`config.mk`:
```
export PLATFORM = sky130hd
export DESIGN_NAME = pacc_seq
export DESIGN_NICKNAME = d
export VERILOG_FILES = /design/src/rtl/pacc_pkg.sv /design/src/rtl/pacc_word.sv /design/src/rtl/pacc_poll.sv /design/src/rtl/pacc_seq.sv
export SDC_FILE = /design/constraint.sdc
export NUM_CORES = 1
export LEC_CHECK = 0
export BUFFER_PORTS_ARGS = -buffer_cell sky130_fd_sc_hd__buf_4
export CAP_MARGIN = 5
export CORE_UTILIZATION = 30
export DETAILED_ROUTE_END_ITERATION = 12
export SLEW_MARGIN = 20
export SYNTH_ARGS = -nofsm -noshare
export SYNTH_HDL_FRONTEND = slang
export SYNTH_HIERARCHICAL = 1
export SYNTH_SLANG_ARGS = --single-unit
```
`constraint.sdc`:
```
create_clock -name clk -period 4.2 [get_ports clk]
set_input_delay 0.84 -clock clk [delete_from_list [all_inputs] [get_ports clk]]
set_output_delay 0.84 -clock clk [all_outputs]
set_load 0.005 [all_outputs]
```
`src/rtl/pacc_pkg.sv`:
```
// Package: shared state type of the access sequencer.
// Assumes: nothing beyond SystemVerilog 2017.
package pacc_pkg;
    typedef enum logic [2:0] {
        ST_IDLE = 3'd0,
        ST_SEND = 3'd1,
        ST_GAP  = 3'd2,
        ST_POLL = 3'd3,
        ST_FIN  = 3'd4
    } pacc_state_t;
endpackage

```
`src/rtl/pacc_word.sv`:
```
// Module: forms the access word from the request fields.
// Assumes: WORD_W >= DATA_W + 4. Flag bits sit directly above the data byte.
module pacc_word #(
    parameter int DATA_W = 8,
    parameter int WORD_W = 16
) (
    input  logic              is_data_i,
    input  logic              is_read_i,
    input  logic              chan_b_i,
    input  logic              ack_i,
    input  logic [DATA_W-1:0] wdata_i,
    output logic [WORD_W-1:0] word_o
);
    localparam int SEL_BIT = DATA_W;
    localparam int RD_BIT  = DATA_W + 1;
    localparam int CHB_BIT = DATA_W + 2;
    localparam int ACK_BIT = DATA_W + 3;

    // Merge flag bits and (for writes) the data byte into one word
    always_comb begin
        word_o = '0;
        if (ack_i) begin
            word_o[ACK_BIT] = 1'b1;
        end else begin
            word_o[SEL_BIT] = is_data_i;
            word_o[RD_BIT]  = is_read_i;
            word_o[CHB_BIT] = chan_b_i;
            if (!is_read_i)
                word_o[DATA_W-1:0] = wdata_i;
        end
    end
endmodule

```
`src/rtl/pacc_poll.sv`:
```
// Module: counts busy status samples and flags success or expiry.
// Assumes: clr_i is pulsed before the first sample of each access.
module pacc_poll #(
    parameter int POLL_MAX = 64
) (
    input  logic clk,
    input  logic rst_n,
    input  logic clr_i,
    input  logic sample_i,
    input  logic busy_i,
    output logic ok_o,
    output logic expire_o
);
    localparam int CNT_W = $clog2(POLL_MAX + 1);
    localparam logic [CNT_W-1:0] LAST = CNT_W'(POLL_MAX - 1);

    logic [CNT_W-1:0] cnt_q;

    // Count consecutive busy samples of the current access
    always_ff @(posedge clk) begin
        if (!rst_n)
            cnt_q <= '0;
        else if (clr_i)
            cnt_q <= '0;
        else if (sample_i && busy_i)
            cnt_q <= cnt_q + 1'b1;
    end

    // Classify the current sample
    always_comb begin
        ok_o     = sample_i && !busy_i;
        expire_o = sample_i && busy_i && (cnt_q == LAST);
    end
endmodule

```
`src/rtl/pacc_seq.sv`:
```
// Module: top of the access sequencer. Takes one request when idle,
// strobes the access word, waits one cycle, polls busy, then pulses done.
// Assumes: the bus_status top bit is the busy flag. Low DATA_W bits are read data.
module pacc_seq #(
    parameter int DATA_W   = 8,
    parameter int WORD_W   = 16,
    parameter int POLL_MAX = 64
) (
    input  logic              clk,
    input  logic              rst_n,
    input  logic              req_valid,
    output logic              req_ready,
    input  logic              req_is_data,
    input  logic              req_is_read,
    input  logic              req_chan_b,
    input  logic              req_ack,
    input  logic [DATA_W-1:0] req_wdata,
    output logic [DATA_W-1:0] rsp_rdata,
    output logic              rsp_done,
    output logic              rsp_err,
    output logic [WORD_W-1:0] bus_word,
    output logic              bus_strobe,
    input  logic [DATA_W:0]   bus_status
);
    import pacc_pkg::*;

    localparam int BUSY_BIT = DATA_W;

    pacc_state_t       state_q, state_d;
    logic [WORD_W-1:0] word_new, word_q;
    logic              rd_q, err_q;
    logic [DATA_W-1:0] rdata_q;
    logic              poll_clr, poll_sample, poll_ok, poll_expire;

    pacc_word #(.DATA_W(DATA_W), .WORD_W(WORD_W)) u_word (
        .is_data_i (req_is_data),
        .is_read_i (req_is_read),
        .chan_b_i  (req_chan_b),
        .ack_i     (req_ack),
        .wdata_i   (req_wdata),
        .word_o    (word_new)
    );

    pacc_poll #(.POLL_MAX(POLL_MAX)) u_poll (
        .clk      (clk),
        .rst_n    (rst_n),
        .clr_i    (poll_clr),
        .sample_i (poll_sample),
        .busy_i   (bus_status[BUSY_BIT]),
        .ok_o     (poll_ok),
        .expire_o (poll_expire)
    );

    // Next-state selection for the access sequence
    always_comb begin
        state_d = state_q;
        case (state_q)
            ST_IDLE: if (req_valid) state_d = ST_SEND;
            ST_SEND: state_d = ST_GAP;
            ST_GAP:  state_d = ST_POLL;
            ST_POLL: if (poll_ok || poll_expire) state_d = ST_FIN;
            ST_FIN:  state_d = ST_IDLE;
            default: state_d = ST_IDLE;
        endcase
    end

    // State, latched request and result registers
    always_ff @(posedge clk) begin
        if (!rst_n) begin
            state_q <= ST_IDLE;
            word_q  <= '0;
            rd_q    <= 1'b0;
            err_q   <= 1'b0;
            rdata_q <= '0;
        end else begin
            state_q <= state_d;
            if (state_q == ST_IDLE && req_valid) begin
                word_q <= word_new;
                rd_q   <= req_is_read || req_ack;
            end
            if (poll_ok || poll_expire)
                err_q <= poll_expire;
            if (poll_ok && rd_q)
                rdata_q <= bus_status[DATA_W-1:0];
        end
    end

    // Port and poll-control decode from state
    always_comb begin
        req_ready   = (state_q == ST_IDLE);
        bus_strobe  = (state_q == ST_SEND);
        bus_word    = (state_q == ST_SEND) ? word_q : '0;
        poll_clr    = (state_q == ST_GAP);
        poll_sample = (state_q == ST_POLL);
        rsp_done    = (state_q == ST_FIN);
        rsp_err     = (state_q == ST_FIN) && err_q;
        rsp_rdata   = rdata_q;
    end


    strobe_single_chk: assert property (@(posedge clk) disable iff (!rst_n)
        bus_strobe |=> !bus_strobe);

    accept_strobe_chk: assert property (@(posedge clk) disable iff (!rst_n)
        (req_valid && req_ready) |=> bus_strobe);

    gap_first_chk: assert property (@(posedge clk) disable iff (!rst_n)
        bus_strobe |=> !poll_sample);

    done_single_chk: assert property (@(posedge clk) disable iff (!rst_n)
        rsp_done |=> (!rsp_done && req_ready));

    expire_err_chk: assert property (@(posedge clk) disable iff (!rst_n)
        poll_expire |=> (rsp_done && rsp_err));

    ok_no_err_chk: assert property (@(posedge clk) disable iff (!rst_n)
        poll_ok |=> (rsp_done && !rsp_err));
endmodule

```
[Word-level counts from Yosys, hierarchy flattened]
Cells that the tools add are included.
Operators by class
  multiply operators: 0
  muxes and demuxes: 7
  div/mod/pow operators: 0
  reductions and logical operators: 12
  add/subtract/negate cells: 1
  shift-type cells: 0
  equal/unequal tests: 7
  bitwise operators: 1
  order comparisons: 0
Operators by type and width (count)
  $mux W12: 1
  $pmux W3 S4: 1
  $mux W11: 1
  $mux W8: 1
  $add A7 B1 Y7 const B: 1
  $eq A7 B6 Y1 const B: 1
  $eq A3 B2 Y1 const B: 2
  $logic_and A1 B1 Y1: 6
  $mux W3: 2
  $ne A2 B2 Y1 const B: 2
  $eq A3 B1 Y1 const B: 1
  $eq A3 B3 Y1 const B: 1
  $logic_not A3 Y1: 1
  $logic_or A1 B1 Y1: 2
  $reduce_and A2 Y1: 1
  $reduce_or A2 Y1: 1
  $logic_not A1 Y1: 1
  $mux W1: 1
  $not A1 Y1: 1
Storage, ports and cells
  output and inout bits: 28
  bits in read-only memories: 0
  bits in latches: 0
  memories kept: 0
  register bits: 32
  bits of input ports: 24
  RAM bits: 0

[Logic depth before layout (Yosys ltp)]
Gate-level depths: netlist of run 1.
  depth in word-level cells: 6
  depth in mapped cells: 6
  depth with buffers taken out: 5

[By module]
Netlist of run 1, hierarchy kept.
By module, submodules not included
  pacc_seq: times used 1, cells each 149, area an instance 1356.3 um^2
  pacc_poll: times used 1, cells each 38, area an instance 321.6 um^2
  pacc_word: times used 1, cells each 19, area an instance 186.4 um^2

[Least setup slack after synthesis of run 1]
No wires, ideal clock.
  kind: register to output
  from: register state_q[1]
  to: output bus_word[10]
  data arrival time: 1.043 ns
  cell stages (with the launch flop): 5
  setup slack: 2.317 ns
  data required time: 3.360 ns
  path through: dfxtp_1 -> buf_2 -> nor3b_2 -> buf_2 -> and2_1
Between the ends
  cells in the longest elaborated chain, start to end: 2
Ends and longest elaborated chain
  start: declaration: line pacc_seq.sv:29  | pacc_state_t state_q, state_d;
  start signal: assignment: line pacc_seq.sv:76  | state_q <= state_d;
  $eq A3 B1 Y1
  via bus_strobe: line pacc_seq.sv:22  | output logic bus_strobe,
  $mux W12: line pacc_seq.sv:92  | bus_word = (state_q == ST_SEND) ? word_q : '0;
  end: declaration: line pacc_seq.sv:21  | output logic [WORD_W-1:0] bus_word,
The timed path passes the listed nets, and every way through them passes these cells.

[Final worst setup path of run 1]
  from: register state_q[0]
  to: output bus_word[1]
Between the ends
  cells in the longest elaborated chain, start to end: 2
Ends and longest elaborated chain (line)
  $eq A3 B1 Y1: pacc_seq.sv:92
  $mux W12: pacc_seq.sv:92
Every way passes these cells.

==> flow_metrics.env, run 1 <==
export IMPL_status="completed"
export IMPL_antenna_cells=0
export IMPL_finalPower_mw=0.706
export IMPL_clock_skew_ns=0.00659
export IMPL_drcViolationCount=0
export IMPL_yosys_top_cells_count="dfxtp_1, nand2_1, and2_1, mux2i_1, o21a_1"
export IMPL_placed_area_um2=2230
export IMPL_post_route_util=0.391
export IMPL_ys_ff_latch=36
export IMPL_layout_drive_gt1_share=0.288
export IMPL_cts_buffers=5
export IMPL_hp_start="word_q[11]"
export IMPL_critPathRequiredTime_ns=3.36
export IMPL_initial_core_util=0.313
export IMPL_reg2reg_from="state_q[1]"
export IMPL_syn_avg_cell_area_um2=9.05
export IMPL_wl_per_cell_um=11.5
export IMPL_grt_max_degree=48
export IMPL_synth_top_cell_area_share=0.387
export IMPL_layout_area_overhead_vs_synth_pct=24.8
export IMPL_cts_max_path_buffers=2
export IMPL_r2r_setup_slack_ns=2.30
export IMPL_synth_edff_count=0
export IMPL_cts_tree="yes"
export IMPL_critPathKind="flip-flop to primary output"
export IMPL_fillers=650
export IMPL_yosysWarnings=6
export IMPL_clock_root_buffer="clkbuf_8"
export IMPL_rr_worst_depth=5
export IMPL_globalRouteOverflowTotal=0
export IMPL_post_cts_buffers=0
export IMPL_synthMostInstantiatedCell="dfxtp_1"
export IMPL_critPathMaxFanout=17
export IMPL_finalSetupTns_ns=0
export IMPL_fin_crit_ns=2.82
export IMPL_grt_pass1_wl_um=6110
export IMPL_ir_drop_mv=0.127
export IMPL_dp_hpwl_um=2510
export IMPL_maxCapViolCount=0
export IMPL_ys_top_cells_by_area="dfxtp_1, mux2i_1, nand2_1"
export IMPL_via_per_inst=4.53
export IMPL_port_buffer_count=51
export IMPL_vias=1471
export IMPL_nNetsFinal=274
export IMPL_worstSetupEndpointType="primary output"
export IMPL_setup_viol=0
export IMPL_slew_headroom=0.381
export IMPL_fmax_mhz=355
export IMPL_tightest_slew_ns=0.924
export IMPL_pin_count=52
export IMPL_worst_setup_path_start_kind="flip-flop"
export IMPL_clk_pin_slew_worst_paths_ns=0.08
export IMPL_die_y_um=80.8
export IMPL_hold_slack_ns=0.452
export IMPL_first_iter_violations=56
export IMPL_final_area_um2=2330
export IMPL_leakagePower_nw=1.02
export IMPL_worstSkewPairLatency_ns=0.28
export IMPL_ant_nets=0
export IMPL_syn_area_um2=1860
export IMPL_drt_total_wl_um=3740
export IMPL_first_pass_iters=4
export IMPL_yosys_area_top_type="dfxtp_1"
export IMPL_core_area_um2=5960
export IMPL_post_cts_resize_count=0
export IMPL_async_flop_share=0
export IMPL_reg2reg_to="state_q[2]"
export IMPL_post_route_period_util=0.670
export IMPL_hold_viol_final=0
export IMPL_placement_rows=28
export IMPL_slew_viol_final=0
export IMPL_hold_buffers=0
export IMPL_finalWeightedCongestion=0.724
export IMPL_cts_sinks=36
export IMPL_yosys_most_used_dff="dfxtp_1"
export IMPL_htree_levels=2
export IMPL_holdCritPathClass="flip-flop to flip-flop"
export IMPL_ys_types=36
export IMPL_die_w_um=80.8
export IMPL_antenna_found_initial=0
export IMPL_rsz0062_at_grt="false"
export IMPL_power_density_nw_per_um2=304
export IMPL_crit_arrival_ns=1.98
export IMPL_syn_inst=206
export IMPL_whs_endpoint="word_q[11]"
export IMPL_die_area_um2=6530
export IMPL_min_path_cells=2
export IMPL_grt_pass1_vias=1349
export IMPL_grt_total_usage=0.119
export IMPL_ys_seq_area_frac=0.387
[cells by family after synthesis]
| group | synth area share |
|---|---|
| other | 0.00201 |
| adders and majority gates | 0.00671 |
| and+or+nand+nor | 0.319 |
| xor gates and xnor gates | 0.00940 |
| DFF | 0.387 |
| muxes | 0.0913 |
| buffers and inverters | 0.0745 |
| AOI/OAI and AO/OA | 0.110 |
[routing by layer]
metal | share of wire | global-route usage
met4 | 0 | 0.0268
met3 | 0.069 | 0.0416
met1 | 0.49 | 0.155
met2 | 0.44 | 0.189
met5 | 0 | 0
[layout by cell type, fill, tap and decap left out, types with 2 or more instances in the layout]
cell type  Yosys  final
nor2b_1        3      3
and2_1        17     17
nor3_1         3      3
nand2b_1       2      2
a21boi_0       5      5
and3b_1        2      2
nor2_1         3      3
nand2_1       35     35
xor2_1         2      2
conb_1         1      4
nor3b_2        9      9
dfxtp_1       36     36
buf_4          6     52
and3_1         8      8
or3_1          3      3
o21a_1        11     11
a21oi_1        5      5
nand4_1        2      2
clkbuf_8       0      6
mux2i_1       17     17
nor3b_1        2      2
o21ai_0        4      4
clkinv_2       0      2
nand3_1        5      5
a21boi_1       3      3
[sequential cells by signal (all words and copies together), names as in the netlist]
name / flops
rd_q: 1
rsp_rdata: 8
err_q: 1
word_q: 16
state_q: 3
u_poll/cnt_q: 7
[power breakdown]
| group | total [mW] | leakage [nW] | internal (mW) | switching, mW |
|---|---|---|---|---|
| clock | 0.251 | 0.0510 | 0.131 | 0.120 |
| sequential | 0.366 | 0.292 | 0.352 | 0.0135 |
| combinational | 0.0893 | 0.674 | 0.0465 | 0.0428 |
| total | 0.706 | 1.02 | 0.530 | 0.177 |
[worst max-delay path by stage]
stage	startpoint	slack, ns	endpoint	depth (start not counted)
2_1_floorplan	state_q[1]	2.32	bus_word[10]	4
3_3_place_gp	state_q[0]	1.70	bus_word[1]	3
3_5_place_dp	state_q[0]	1.66	bus_word[1]	3
4_1_cts	state_q[0]	1.34	bus_word[1]	3
5_1_grt	state_q[0]	1.20	bus_word[1]	3
6_report	state_q[0]	1.38	bus_word[1]	3
[critical path, cell delays in order, from the launching register on]
cell	delay (ns)
dfxtp_1	0.50
nor3b_2	0.82
and2_1	0.26
buf_4	0.12
[final cells by class]
| class | instances | area (um2) | share of cell area |
|---|---|---|---|
| clock inverter | 2 | 10.0 | 0.00430 |
| sequential | 36 | 721 | 0.310 |
| tap | 75 | 93.8 | 0.0403 |
| inverter | 1 | 3.75 | 0.00161 |
| timing repair buffer | 52 | 390 | 0.168 |
| multi-input combinational | 153 | 1020 | 0.441 |
| clock buffer | 6 | 82.6 | 0.0355 |
[stage by stage]
stage	setup WS [ns]	instances
floorplan	2.32	209
global placement	1.70	317
detailed placement	1.66	317
CTS	1.34	325
global route	1.20	325
finish	1.38	325
Note: power is estimated with default switching activity, not from simulation.
==> run 2: changes to the inputs <==
- clock period: 4.2 -> 2.8 ns (I/O delays scaled with it)
==> run 2 against run 1 <==
  * Non-clock buffer count up 1
  * Clock-buffer cell count stayed put
  * Register-to-register slack worse by 1.4 ns
  * Design area up 0.32%
  * Sequential power up 50%
  * Global-route usage rose by 0.95 points
  * Via count increased by 1.6%
  * First-iteration DRC count is 41% lower
  * Sequential share of layout area shrank 0.10 points
==> flow_metrics.env, run 2 (same netlist as run 1, synthesis figures left out) <==
export IMPL_ant_nets=0
export IMPL_placement_rows=28
export IMPL_final_common_cell="buf_4"
export IMPL_htree_levels=2
export IMPL_crit_slowest_cell="dfxtp_1"
export IMPL_clock_skew_ns=0.00659
export IMPL_path_common_cell="buf_4"
export IMPL_leakagePower_nw=1.02
export IMPL_layout_drive_gt1_share=0.291
export IMPL_worstSetupEndpointType="primary output"
export IMPL_die_area_um2=6530
export IMPL_die_y_um=80.8
export IMPL_worst_setup_path_start_kind="flip-flop"
export IMPL_dp_cells=318
export IMPL_core_area_um2=5960
export IMPL_via_per_inst=4.59
export IMPL_antenna_found_initial=0
export IMPL_fin_crit_ns=2.33
export IMPL_cts_sinks=36
export IMPL_worstSkewPairLatency_ns=0.29
export IMPL_maxCapViolCount=0
export IMPL_first_pass_iters=4
export IMPL_grt_pass1_vias=1388
export IMPL_finalSetupTns_ns=0
export IMPL_die_w_um=80.8
export IMPL_dp_hpwl_um=2590
export IMPL_post_route_period_util=0.831
export IMPL_wl_per_cell_um=11.9
export IMPL_clk_pin_slew_worst_paths_ns=0.07
export IMPL_finalNonFillerCells=326
export IMPL_hold_viol_final=0
export IMPL_globalRouteOverflowTotal=0
export IMPL_fmax_mhz=430
export IMPL_cp_slowest_stage_delay_ns=0.51
export IMPL_status="completed"
export IMPL_cts_tree="yes"
export IMPL_port_buffer_count=51
export IMPL_setup_viol=0
export IMPL_drcViolationCount=0
export IMPL_vias=1495
export IMPL_layout_area_overhead_vs_synth_pct=25.2
export IMPL_cts_max_path_buffers=2
export IMPL_grt_pass1_wl_um=6430
export IMPL_clock_root_buffer="clkbuf_8"
export IMPL_post_cts_resize_count=0
export IMPL_top_register="word_q"
export IMPL_largest_reg_flops=16
export IMPL_post_cts_buffers=0
export IMPL_power_density_nw_per_um2=461
export IMPL_finalPower_mw=1.07
export IMPL_drt_total_wl_um=3870
export IMPL_nNetsFinal=275
export IMPL_post_route_util=0.392
export IMPL_crit_arrival_ns=1.77
export IMPL_grt_total_usage=0.129
export IMPL_critPathMaxFanout=9
export IMPL_cts_buffers=5
export IMPL_holdCritPathClass="flip-flop to flip-flop"
export IMPL_pin_count=52
export IMPL_rsz0062_at_grt="false"
export IMPL_hold_buffers=0
export IMPL_critPathRequiredTime_ns=2.24
export IMPL_crit_chain="nor3b_2 -> buf_4 -> and2_1 -> buf_4"
export IMPL_ir_drop_mv=0.161
export IMPL_fillers=628
export IMPL_slew_viol_final=0
export IMPL_critPathKind="flip-flop to primary output"
export IMPL_first_iter_violations=33
export IMPL_hold_slack_ns=0.453
export IMPL_initial_core_util=0.313
export IMPL_layout_common_cells="buf_4, dfxtp_1, nand2_1"
export IMPL_grt_max_degree=48
export IMPL_finalWeightedCongestion=0.702
export IMPL_antenna_cells=0
==> run 2: final timing paths <==
kind / slack [ns] / endpoint / startpoint / depth (start not counted)
worst min register to register: 0.45 / word_q[5] / word_q[5] / 2
worst max register to register: 0.92 / state_q[2] / state_q[1] / 5
worst max-delay path: 0.47 / bus_word[7] / state_q[0] / 4
worst min-delay path: 0.45 / word_q[5] / word_q[5] / 2
==> run 2: power by group <==
part	leakage [nW]	total (mW)	switching [mW]	internal, mW
clock	0.0510	0.389	0.193	0.196
combinational	0.679	0.137	0.0655	0.0717
sequential	0.292	0.549	0.0204	0.528
total	1.02	1.07	0.279	0.796
==> run 2: routing by layer <==
layer  up-vias  wire length (um)  track usage
met3         5               270       0.0506
met4         0                44       0.0375
met5         -                 0            0
met1       676              1910        0.161
li1        774                 -            -
met2        40              1650        0.204
==> run 2: cell type report <==
type                            count  area (um2)  share of cell area
Inverter                            1        3.75             0.00161
Clock inverter                      2        10.0             0.00429
Timing Repair Buffer               53         398               0.171
Multi-Input combinational cell    153        1020               0.439
Tap cell                           75        93.8              0.0402
Clock buffer                        6        82.6              0.0354
Sequential cell                    36         721               0.309
==> run 2: worst max-delay path, delay by kind of cell, from the launching register on <==
family	cells	cell delay (ns)
flip-flops	1	0.51
buffers and inverters	2	0.34
AND/OR/NAND/NOR	2	0.63
==> run 2: through the flow <==
stage	instance area, um2	setup slack [ns]
2_1_floorplan	1880	1.20
3_3_place_gp	2240	0.829
3_5_place_dp	2240	0.780
4_1_cts	2330	0.452
5_1_grt	2330	0.318
6_report	2330	0.474
==> run 3: changes to the inputs <==
- clock period: 2.8 -> 2.35 ns (I/O delays scaled with it)
==> run 3 against run 2 <==
  * Clock skew rose by 0.0012 ns
  * Power up 14%
  * Critical endpoint is now bus_word[10]
  * Via count grew 2.1%
  * Flip-flop and latch count stayed put
==> flow_metrics.env, run 3 (same netlist as run 1, synthesis figures left out) <==
export IMPL_status="completed"
export IMPL_die_y_um=80.8
export IMPL_core_area_um2=5960
export IMPL_worst_setup_path_start_kind="flip-flop"
export IMPL_pwr_share_clk=0.333
export IMPL_post_route_period_util=0.934
export IMPL_critPathRequiredTime_ns=1.88
export IMPL_ant_nets=0
export IMPL_first_pass_iters=4
export IMPL_hold_slack_ns=0.454
export IMPL_grt_max_degree=48
export IMPL_die_area_um2=6530
export IMPL_placement_rows=28
export IMPL_worstSetupEndpointType="primary output"
export IMPL_final_area_um2=2320
export IMPL_cts_buffers=5
export IMPL_wl_per_cell_um=11.9
export IMPL_crit_arrival_ns=1.73
export IMPL_rsz0062_at_grt="false"
export IMPL_antenna_found_initial=0
export IMPL_layout_drive_gt1_share=0.284
export IMPL_hold_buffers=0
export IMPL_nNetsFinal=275
export IMPL_initial_core_util=0.313
export IMPL_slew_viol_final=0
export IMPL_die_w_um=80.8
export IMPL_fin_ws_ns=0.155
export IMPL_hp_start="word_q[2]"
export IMPL_power_switching_mw=0.309
export IMPL_cts_tree="yes"
export IMPL_seqPwrFrac=0.533
export IMPL_pin_count=52
export IMPL_cp_slowest_stage_delay_ns=0.51
export IMPL_r2r_setup_slack_ns=0.39
export IMPL_reg2reg_from="state_q[1]"
export IMPL_leakagePower_nw=1.01
export IMPL_combPwrFrac=0.134
export IMPL_placed_area_um2=2240
export IMPL_grt_total_usage=0.125
export IMPL_hold_viol_final=0
export IMPL_crit_chain="nor3b_2 -> buf_4 -> and2_1 -> buf_4"
export IMPL_setup_viol=0
export IMPL_holdCritPathClass="flip-flop to flip-flop"
export IMPL_min_path_cells=2
export IMPL_clock_root_buffer="clkbuf_8"
export IMPL_drcViolationCount=0
export IMPL_final_common_cell="buf_4"
export IMPL_finalSetupTns_ns=0
export IMPL_port_buffer_count=51
export IMPL_post_cts_buffers=0
export IMPL_layout_area_overhead_vs_synth_pct=24.4
export IMPL_switching_share=0.252
export IMPL_antenna_cells=0
export IMPL_clk_pin_slew_worst_paths_ns=0.07
export IMPL_htree_levels=2
export IMPL_grt_pass1_vias=1384
export IMPL_critPathMaxFanout=11
export IMPL_rr_worst_depth=5
export IMPL_globalRouteOverflowTotal=0
export IMPL_reg2reg_to="state_q[2]"
export IMPL_fmax_mhz=456
export IMPL_largest_reg_flops=16
export IMPL_dp_cells=318
export IMPL_grt_pass1_wl_um=6320
export IMPL_whs_endpoint="word_q[2]"
export IMPL_crit_slowest_cell="dfxtp_1"
export IMPL_finalWeightedCongestion=0.708
export IMPL_top_register="word_q"
export IMPL_vias=1527
export IMPL_layout_common_cells="buf_4, dfxtp_1, nand2_1"
export IMPL_finalNonFillerCells=325
export IMPL_via_per_inst=4.70
export IMPL_critPathKind="flip-flop to primary output"
export IMPL_maxCapViolCount=0
export IMPL_dp_hpwl_um=2610
export IMPL_post_cts_resize_count=0
export IMPL_clock_skew_ns=0.00781
export IMPL_pre_cts_ws_ns=0.439
export IMPL_power_density_nw_per_um2=529
export IMPL_drt_total_wl_um=3870
export IMPL_worstSkewPairLatency_ns=0.28
export IMPL_ir_drop_mv=0.229
export IMPL_fin_crit_ns=2.20
export IMPL_first_iter_violations=37
export IMPL_cts_max_path_buffers=2
export IMPL_p_int_mw=0.917
export IMPL_path_common_cell="buf_4"
export IMPL_cts_sinks=36
## run 3: changes by cell type in the layout (fill, tap and decap cells not counted)
cell,change
clkbuf_1,+1
clkbuf_8,-1
clkinv_2,-1
## run 3: cell type report
type	count	area [um2]
Tap cell	75	93.8
Clock inverter	1	5.00
Fill cell	646	3640
Sequential cell	36	721
Multi-Input combinational cell	153	1020
Inverter	1	3.75
Clock buffer	6	72.6
Timing Repair Buffer	53	398
## run 3: worst max path at each step
stage               startpoint      endpoint  slack (ns)  depth (start not counted)
floorplan           state_q[1]    state_q[2]        0.78                          6
global placement    state_q[1]    state_q[2]        0.48                          5
detailed placement  state_q[1]    state_q[2]        0.44                          5
CTS                 state_q[0]  bus_word[10]        0.13                          4
global route        state_q[0]  bus_word[14]       0.004                          4
finish              state_q[0]  bus_word[10]        0.15                          4
## run 3: power by group through the flow
stage / logic [mW] / clock network, mW / registers [mW]
finish: 0.164 / 0.408 / 0.654
global route: 0.180 / 0.467 / 0.658
CTS: 0.167 / 0.433 / 0.654
detailed placement: 0.166 / 0 / 0.668
global placement: 0.163 / 0 / 0.668
floorplan: 0.132 / 0 / 0.651
## run 3: metrics by stage
step,utilization,power (mW)
floorplan,-,0.783
global placement,0.376,0.831
detailed placement,0.376,0.833
CTS,0.389,1.25
global route,0.389,1.30
finish,0.389,1.23
## run 3: critical path, delay by kind of cell, from the launching register on
kind          cells  cell delay (ns)
buf+inv           2             0.36
simple gates      2             0.58
flops             1             0.51
## run 3: per-layer routing
layer	vias up	wire length, um	track usage
met5	-	0	0
met4	0	31	0.0429
met3	5	273	0.0427
met2	41	1720	0.194
met1	704	1850	0.159
li1	777	-	-
